[config.mk]
export PLATFORM = sky130hd
export DESIGN_NAME = conv_pwr_seq
export DESIGN_NICKNAME = d
export VERILOG_FILES = /design/src/rtl/cseq_pkg.sv /design/src/rtl/cseq_timer.sv /design/src/rtl/cseq_fsm.sv /design/src/rtl/cseq_outdec.sv /design/src/rtl/conv_pwr_seq.sv
export SDC_FILE = /design/constraint.sdc
export NUM_CORES = 1
export LEC_CHECK = 0
export BUFFER_PORTS_ARGS = -buffer_cell sky130_fd_sc_hd__buf_4
export CORE_AREA = 8 8 47 49
export DETAILED_ROUTE_END_ITERATION = 10
export DIE_AREA = 0 0 55 57
export PLACE_DENSITY = 0.78
export RECOVER_POWER = 50
export SLEW_MARGIN = 0
export SYNTH_ARGS = -nofsm -noshare
export SYNTH_HDL_FRONTEND = slang
export SYNTH_HIERARCHICAL = 1
export SYNTH_SLANG_ARGS = --single-unit
[constraint.sdc]
create_clock -name clk -period 3.9 [get_ports clk]
set_input_delay 0.78 -clock clk [delete_from_list [all_inputs] [get_ports clk]]
set_output_delay 0.78 -clock clk [all_outputs]
set_load 0.05 [all_outputs]
[src/rtl/cseq_pkg.sv]
package cseq_pkg;

   typedef enum logic [2:0] {
      ST_RESET = 3'd0,
      ST_PDOWN = 3'd1,
      ST_INIT  = 3'd2,
      ST_PWRUP = 3'd3,
      ST_RUN   = 3'd4,
      ST_MUTE  = 3'd5
   } cseq_state_e;

   typedef struct packed {
      logic cpump;
      logic dsp;
      logic vref;
      logic amp;
      logic pdn;
      logic mute;
   } cseq_ctl_t;

endpackage

[src/rtl/cseq_timer.sv]
module cseq_timer #(
   parameter int SETTLE_TICKS = 4,
   parameter int LIMIT_TICKS  = 50,
   parameter bit TICK_EDGE    = 1'b0,
   localparam int CNT_W       = $clog2(LIMIT_TICKS + 1)
) (
   input  logic clk,
   input  logic arst_n,
   input  logic ms_tick,
   input  logic count_en,
   output logic settled,
   output logic expired
);

   localparam logic [CNT_W-1:0] SETTLE_C = CNT_W'(SETTLE_TICKS);
   localparam logic [CNT_W-1:0] LIMIT_C  = CNT_W'(LIMIT_TICKS);

   logic             tick_p;
   logic [CNT_W-1:0] cnt_q;

   generate
      if (TICK_EDGE) begin : g_edge
         logic tick_q;
         always_ff @(posedge clk or negedge arst_n) begin
            if (!arst_n) tick_q <= 1'b0;
            else         tick_q <= ms_tick;
         end
         assign tick_p = ms_tick & ~tick_q;
      end else begin : g_pulse
         assign tick_p = ms_tick;
      end
   endgenerate

   always_ff @(posedge clk or negedge arst_n) begin
      if (!arst_n)                        cnt_q <= '0;
      else if (!count_en)                 cnt_q <= '0;
      else if (tick_p && cnt_q != LIMIT_C) cnt_q <= cnt_q + 1'b1;
   end

   assign settled = (cnt_q >= SETTLE_C);
   assign expired = (cnt_q >= LIMIT_C);

endmodule

[src/rtl/cseq_fsm.sv]
module cseq_fsm
   import cseq_pkg::*;
(
   input  logic        clk,
   input  logic        arst_n,
   input  logic        por_req,
   input  logic        mclk_ok,
   input  logic        lrck_ok,
   input  logic        sclk_ok,
   input  logic        ratio_valid,
   input  logic        ratio_chg,
   input  logic        settled,
   input  logic        expired,
   output cseq_state_e state,
   output logic        err
);

   cseq_state_e state_d;
   logic        err_d;
   logic        clocks_ok;
   logic        pwrup_done;

   assign clocks_ok  = lrck_ok & sclk_ok;
   assign pwrup_done = ~err & settled & clocks_ok & ratio_valid;

   always_comb begin
      state_d = state;
      if (por_req) begin
         state_d = ST_RESET;
      end else begin
         case (state)
            ST_RESET: state_d = ST_PDOWN;
            ST_PDOWN: if (mclk_ok) state_d = ST_INIT;
            ST_INIT: begin
               if (!mclk_ok)                      state_d = ST_PDOWN;
               else if (clocks_ok && ratio_valid) state_d = ST_PWRUP;
            end
            ST_PWRUP: begin
               if (!mclk_ok)        state_d = ST_PDOWN;
               else if (pwrup_done) state_d = ST_RUN;
            end
            ST_RUN: begin
               if (!mclk_ok)       state_d = ST_PDOWN;
               else if (ratio_chg) state_d = ST_MUTE;
            end
            ST_MUTE: begin
               if (!mclk_ok)                       state_d = ST_PDOWN;
               else if (ratio_valid && !ratio_chg) state_d = ST_RUN;
            end
            default: state_d = ST_RESET;
         endcase
      end
   end

   always_comb begin
      err_d = 1'b0;
      if (state_d == ST_PWRUP)
         err_d = err | ((state == ST_PWRUP) & expired & ~pwrup_done);
   end

   always_ff @(posedge clk or negedge arst_n) begin
      if (!arst_n) begin
         state <= ST_RESET;
         err   <= 1'b0;
      end else begin
         state <= state_d;
         err   <= err_d;
      end
   end

endmodule

[src/rtl/cseq_outdec.sv]
module cseq_outdec
   import cseq_pkg::*;
(
   input  cseq_state_e state,
   input  logic        single_speed,
   input  logic        deemph_req,
   output cseq_ctl_t   ctl,
   output logic        deemph_en
);

   always_comb begin
      ctl = '{cpump: 1'b0, dsp: 1'b0, vref: 1'b0, amp: 1'b0, pdn: 1'b1, mute: 1'b1};
      case (state)
         ST_INIT:  ctl.cpump = 1'b1;
         ST_PWRUP, ST_MUTE: begin
            ctl = '{cpump: 1'b1, dsp: 1'b1, vref: 1'b1, amp: 1'b1, pdn: 1'b0, mute: 1'b1};
         end
         ST_RUN: begin
            ctl = '{cpump: 1'b1, dsp: 1'b1, vref: 1'b1, amp: 1'b1, pdn: 1'b0, mute: 1'b0};
         end
         default: ;
      endcase
   end

   assign deemph_en = deemph_req & single_speed & ctl.dsp;

endmodule

[src/rtl/conv_pwr_seq.sv]
module conv_pwr_seq
   import cseq_pkg::*;
#(
   parameter int SETTLE_TICKS = 4,
   parameter int LIMIT_TICKS  = 50,
   parameter int BUDGET_MS    = 50,
   parameter bit TICK_EDGE    = 1'b0
) (
   input  logic       clk,
   input  logic       ext_rst_n,
   input  logic       por_req,
   input  logic       mclk_ok,
   input  logic       lrck_ok,
   input  logic       sclk_ok,
   input  logic       ratio_valid,
   input  logic       ratio_chg,
   input  logic       ms_tick,
   input  logic       single_speed,
   input  logic       deemph_req,
   output logic       cp_en,
   output logic       core_en,
   output logic       ref_en,
   output logic       amp_en,
   output logic       pulldown_en,
   output logic       mute,
   output logic       deemph_en,
   output logic       pwrup_err,
   output logic [2:0] state_o
);

   generate
      if (SETTLE_TICKS < 1) begin : g_bad_settle
         $error("SETTLE_TICKS must be at least 1");
      end
      if (LIMIT_TICKS <= SETTLE_TICKS) begin : g_bad_limit
         $error("LIMIT_TICKS must exceed SETTLE_TICKS");
      end
      if (SETTLE_TICKS + 1 >= BUDGET_MS) begin : g_bad_budget
         $error("settle time does not fit the start-up budget");
      end
   endgenerate

   cseq_state_e state;
   cseq_ctl_t   ctl;
   logic        settled;
   logic        expired;

   cseq_timer #(
      .SETTLE_TICKS (SETTLE_TICKS),
      .LIMIT_TICKS  (LIMIT_TICKS),
      .TICK_EDGE    (TICK_EDGE)
   ) u_timer (
      .clk      (clk),
      .arst_n   (ext_rst_n),
      .ms_tick  (ms_tick),
      .count_en (state == ST_PWRUP),
      .settled  (settled),
      .expired  (expired)
   );

   cseq_fsm u_fsm (
      .clk         (clk),
      .arst_n      (ext_rst_n),
      .por_req     (por_req),
      .mclk_ok     (mclk_ok),
      .lrck_ok     (lrck_ok),
      .sclk_ok     (sclk_ok),
      .ratio_valid (ratio_valid),
      .ratio_chg   (ratio_chg),
      .settled     (settled),
      .expired     (expired),
      .state       (state),
      .err         (pwrup_err)
   );

   cseq_outdec u_dec (
      .state        (state),
      .single_speed (single_speed),
      .deemph_req   (deemph_req),
      .ctl          (ctl),
      .deemph_en    (deemph_en)
   );

   assign cp_en       = ctl.cpump;
   assign core_en     = ctl.dsp;
   assign ref_en      = ctl.vref;
   assign amp_en      = ctl.amp;
   assign pulldown_en = ctl.pdn;
   assign mute        = ctl.mute;
   assign state_o     = state;

endmodule

# [Word level (Yosys, flattened, before mapping)]
# Index checks and enable logic that the tools add are counted.
[classes] add_sub_neg=1 magnitude_cmp=2 n_eq_ne=8 muxes=16 n_bitwise=11 reduce_logical=7
[ops] operator="$mux W3" n=10
[ops] operator="$pmux W3 S6" n=1
[ops] operator="$mux W6" n=2
[ops] operator="$pmux W5 S2" n=1
[ops] operator="$eq A3 B2 Y1 const B" n=3
[ops] operator="$and A1 B1 Y1" n=8
[ops] operator="$add A6 B1 Y6 const B" n=1
[ops] operator="$eq A3 B3 Y1 const B" n=2
[ops] operator="$ge A6 B3 Y1 const B" n=1
[ops] operator="$ge A6 B6 Y1 const B" n=1
[ops] operator="$ne A6 B6 Y1 const B" n=1
[ops] operator="$reduce_or A4 Y1" n=1
[ops] operator="$eq A3 B1 Y1 const B" n=1
[ops] operator="$logic_and A1 B1 Y1" n=3
[ops] operator="$logic_not A3 Y1" n=1
[ops] operator="$mux W1" n=2
[ops] operator="$ne A2 B2 Y1 const B" n=1
[ops] operator="$not A1 Y1" n=2
[ops] operator="$reduce_or A2 Y1" n=1
[ops] operator="$logic_not A1 Y1" n=1
[ops] operator="$or A1 B1 Y1" n=1
[word_totals] ff_bits=10 input_bits=11 output_inout_bits=11 elab_cells=48

# [Longest topological paths before layout]
[depth] word_depth=10 ltp_mapped=7 mapped_depth_nobuf=6

# [Cells and area by module]
# The synthesis kept the hierarchy.
[by_module_without_submodules] module="cseq_timer" n_inst=1 cells_per_inst=39 area_per_inst_um2=380.4 seq_area_each_um2=150.1
[by_module_without_submodules] module="cseq_fsm" n_inst=1 cells_per_inst=28 area_per_inst_um2=272.8 seq_area_each_um2=100.1
[by_module_without_submodules] module="cseq_outdec" n_inst=1 cells_per_inst=10 area_per_inst_um2=82.6 seq_area_each_um2=0.0
[by_module_without_submodules] module="conv_pwr_seq" n_inst=1 cells_per_inst=1 area_per_inst_um2=8.8 seq_area_each_um2=0.0

# [Worst setup path after synthesis]
# Ideal clock, no wire load.
[synth_timing] path_kind="reg-to-output" from="register u_fsm.state[1]" to="output deemph_en" arrival_ns=1.731 required_time_ns=3.120 setup_slack_ns=1.389 path_stages_with_launch=3 n_path_buf=0 cell_sequence="dfrtp_1 -> nand3b_4 -> a21oi_1"
[synth_between] elab_chain_len=4 elab_cells_between_ends=6 cone_classes="eq/ne (3); mux (1); bitwise (1); reduce/logical (1)"
[synth_rtl] element="from (decl)" line="cseq_fsm.sv:14" rtl="output cseq_state_e state,"
[synth_rtl] element="from (signal assigned)" line="cseq_fsm.sv:66" rtl="state <= state_d;"
[synth_rtl] element="$eq A3 B2 Y1 / $eq A3 B3 Y1 (equally long branches)" line="cseq_outdec.sv:13" rtl="case (state)"
[synth_rtl] element="$reduce_or A2 Y1"
[synth_rtl] element="$pmux W5 S2 *" line="cseq_outdec.sv:13"
[synth_rtl] element="$and A1 B1 Y1 *" line="cseq_outdec.sv:25" rtl="assign deemph_en = deemph_req & single_speed & ctl.dsp;"
[synth_rtl] element="to (decl)" line="conv_pwr_seq.sv:26" rtl="output logic deemph_en,"
# Mark *: on every way between the ends. The rest lies on a longest branch, timed or not.

# [Worst setup path after layout]
[layout_timing] from="register u_fsm.state[1]" to="output mute"
[layout_between] elab_chain_len=3 elab_cells_between_ends=5 cone_classes="eq/ne (3); mux (1); reduce/logical (1)"
[layout_rtl] element="$eq A3 B2 Y1 / $eq A3 B3 Y1 (equally long branches)" line="cseq_outdec.sv:13"
[layout_rtl] element="$reduce_or A2 Y1"
[layout_rtl] element="$pmux W5 S2 *" line="cseq_outdec.sv:13"
[layout_rtl] element="to (decl)" line="conv_pwr_seq.sv:25" rtl="output logic mute,"
# Marks and branches as above.

==> results.ini <==
[status]
outcome = completed

[critical_path]
worstPathArrival_ns = 1.42
crit_required_ns = 3.12
path_buf_inv = 1
critical_path_class = flip-flop to primary output
crit_path_max_fanout = 12
crit_path_cell_trace = nand2b_4 -> or2_1 -> buf_4
path_depth = 3
crit_path_max_incr_delay_ns = 0.53
crit_slowest_cell = dfrtp_1
cp_top_family = flip-flops
r2r_cells = 5
startpoint_type = flip-flop
critPathCaptureType = primary output

[route]
drc_errors = 0
drt_iter0_markers = 12
vias = 649
viasPerCell = 5.59
routed_wl_um = 1690
wire_per_inst_um = 14.6
first_pass_iters = 4
ant_nets = 0

[pwr]
pwr-share-clk_pct = 39.0
ir_worst_vdd_mv = 0.181
total_power_uw = 247
cellPowerDensity_mw_per_mm2 = 268
p_switching_uw = 68.8
internal_power_uw = 179
p_seq_share_pct = 44.5
combPwrFrac_pct = 16.4
leakagePower_nw = 0.459
swShare_pct = 27.8

[synth]
syn_inst = 78
synth_area_um2 = 744
yosysMostFrequentCell = dfrtp_1
ys_top_cells_by_count = dfrtp_1, nand2_1, inv_1, nor2_1
ys_ff_latch = 10
synth_nets = 91
ys_seq_area_share_pct = 33.6
synth-async-reset-ratio_pct = 100
synth-edff-count = 0
yosys-top-cells-area = dfrtp_1, ha_1, and3_4
syn_avg_cell_area_um2 = 9.54
synth_ff_type = dfrtp_1
netlist.area_leader.share_pct = 33.6
ys_warn_count = 6
synth_largest_area_cell = dfrtp_1
synth_cell_types = 39

[sta]
setup_violations = 0
maxSlewHeadroom_pct = 62.8
skew_ns = 0.00832
rsz0062_at_grt = false
fmax_ghz = 0.455
period_needed_ns = 2.20
tightest_slew_ns = 0.557
tns_ns = 0
final_max_slew_viol_count = 0
post-route-period-util_pct = 56.3
holdWs_ns = 0.457
timing_hold_violations_final = 0

[grt]
antenna_found_initial = 0
grt_pass1_vias = 598
track_usage_pct = 11.2
grt-ovfl-total = 0
grt_max_degree = 13
grt_pass1_wl_um = 2630

[clocking]
htree_levels = 1
cts_buffers = 3
clock_path_buffers = 2
cts_root_buffer = clkbuf_4
cts_resized = 0
worstSkewPairLatency_ns = 0.28
cts_setup_buffers = 0
cts_hold_buffers = 0
cts.sinks = 10
cts_tree = yes
clk_pin_slew_ns = 0.07

[floorplan]
ios = 22
die-area_mm2 = 0.00314
die_y_um = 57
start_util_pct = 47.2
coreArea_mm2 = 0.00158
rows = 15
fp.dieW_um = 55

[hold_path]
min_path_type = primary input to asynchronous set/reset pin

[placed_design]
finalWeightedCongestion = 0.829
dp_hpwl_um = 1310
io_buffer_count = 21
dpl_cell_area_um2 = 896

[final_layout]
final_area_um2 = 922
antenna_cells = 0
drive_gt1_share_pct = 32.3
areaGrowthSynthToFinish_pct = 23.9
nNetsFinal = 113

[flow_run]
cap_violations = 0

==> final timing paths <==
check                                        end  slack, ns              from
worst max-delay path                        mute       1.70    u_fsm/state[1]
worst min-delay path            u_timer/cnt_q[3]       0.46         ext_rst_n
worst max register to register         u_fsm/err       2.06  u_timer/cnt_q[2]
worst min register to register  u_timer/cnt_q[5]       0.59  u_timer/cnt_q[5]
max in group asynchronous              u_fsm/err       3.07         ext_rst_n
min in group clk                u_timer/cnt_q[5]       0.59  u_timer/cnt_q[5]
==> state kept, by name, indices dropped and copies added (netlist names) <==
| name | flops |
|---|---|
| u_fsm/err | 1 |
| u_fsm/state | 3 |
| u_timer/cnt_q | 6 |
==> placed cells by master (no fill, tap or decap), types with 2 or more instances in the layout <==
cell type,Yosys,routed
inv_1,4,4
a31oi_1,3,3
nand2b_1,2,2
nand3b_1,2,2
nand3_1,3,3
xnor2_1,2,2
and3b_1,2,2
clkbuf_4,0,3
or3_1,2,2
and2_1,3,3
and3_4,2,2
dfrtp_1,10,10
ha_1,2,2
buf_4,3,20
or2_1,2,2
nand4_1,2,3
nor2_1,4,4
nand2_1,6,6
o21ai_0,3,3
==> metrics by stage <==
| stage | cells | worst slack [ns] | utilization [%] |
|---|---|---|---|
| 3_5_place_dp | 112 | 1.89 | 56.8 |
| 2_1_floorplan | 78 | 1.39 | - |
| 4_1_cts | 116 | 1.69 | 59.1 |
| 6_report | 116 | 1.70 | 58.5 |
| 5_1_grt | 116 | 1.64 | 58.5 |
| 3_3_place_gp | 112 | 1.91 | 56.8 |
==> cell type report <==
cell class | count | area, um^2
multi-input cells | 60 | 445
fillers | 152 | 654
well taps | 17 | 21.3
repair buffers | 21 | 154
inverters | 4 | 15.0
clock buffers | 4 | 36.3
flip-flops and latches | 10 | 250
==> routing by layer <==
metal  share of wire, %  vias to the layer above  GRT usage, %
met2                 54                       10          18.2
met4                1.0                        0          3.09
met5                  0                        -             0
met1                 41                      313          12.9
met3                4.1                        2          4.68
li1                   -                      324             -
==> cells by family after synthesis <==
| family | Yosys count | synth area share [%] |
|---|---|---|
| AOI/OAI and AO/OA | 16 | 16.1 |
| xor gates and xnor gates | 3 | 3.53 |
| adders and majority gates | 2 | 3.36 |
| buffers and inverters | 8 | 5.71 |
| DFF | 10 | 33.6 |
| muxes | 1 | 1.51 |
| and+or+nand+nor | 38 | 36.1 |
==> power by group through the flow <==
stage          Clock, mW  Combinational [mW]  Sequential, mW
2_1_floorplan          0              0.0208           0.116
3_3_place_gp           0              0.0407           0.112
3_5_place_dp           0              0.0415           0.112
4_1_cts            0.100              0.0415           0.110
5_1_grt            0.106              0.0436           0.111
6_report          0.0966              0.0406           0.110
Power figures use the tool's default switching activity.
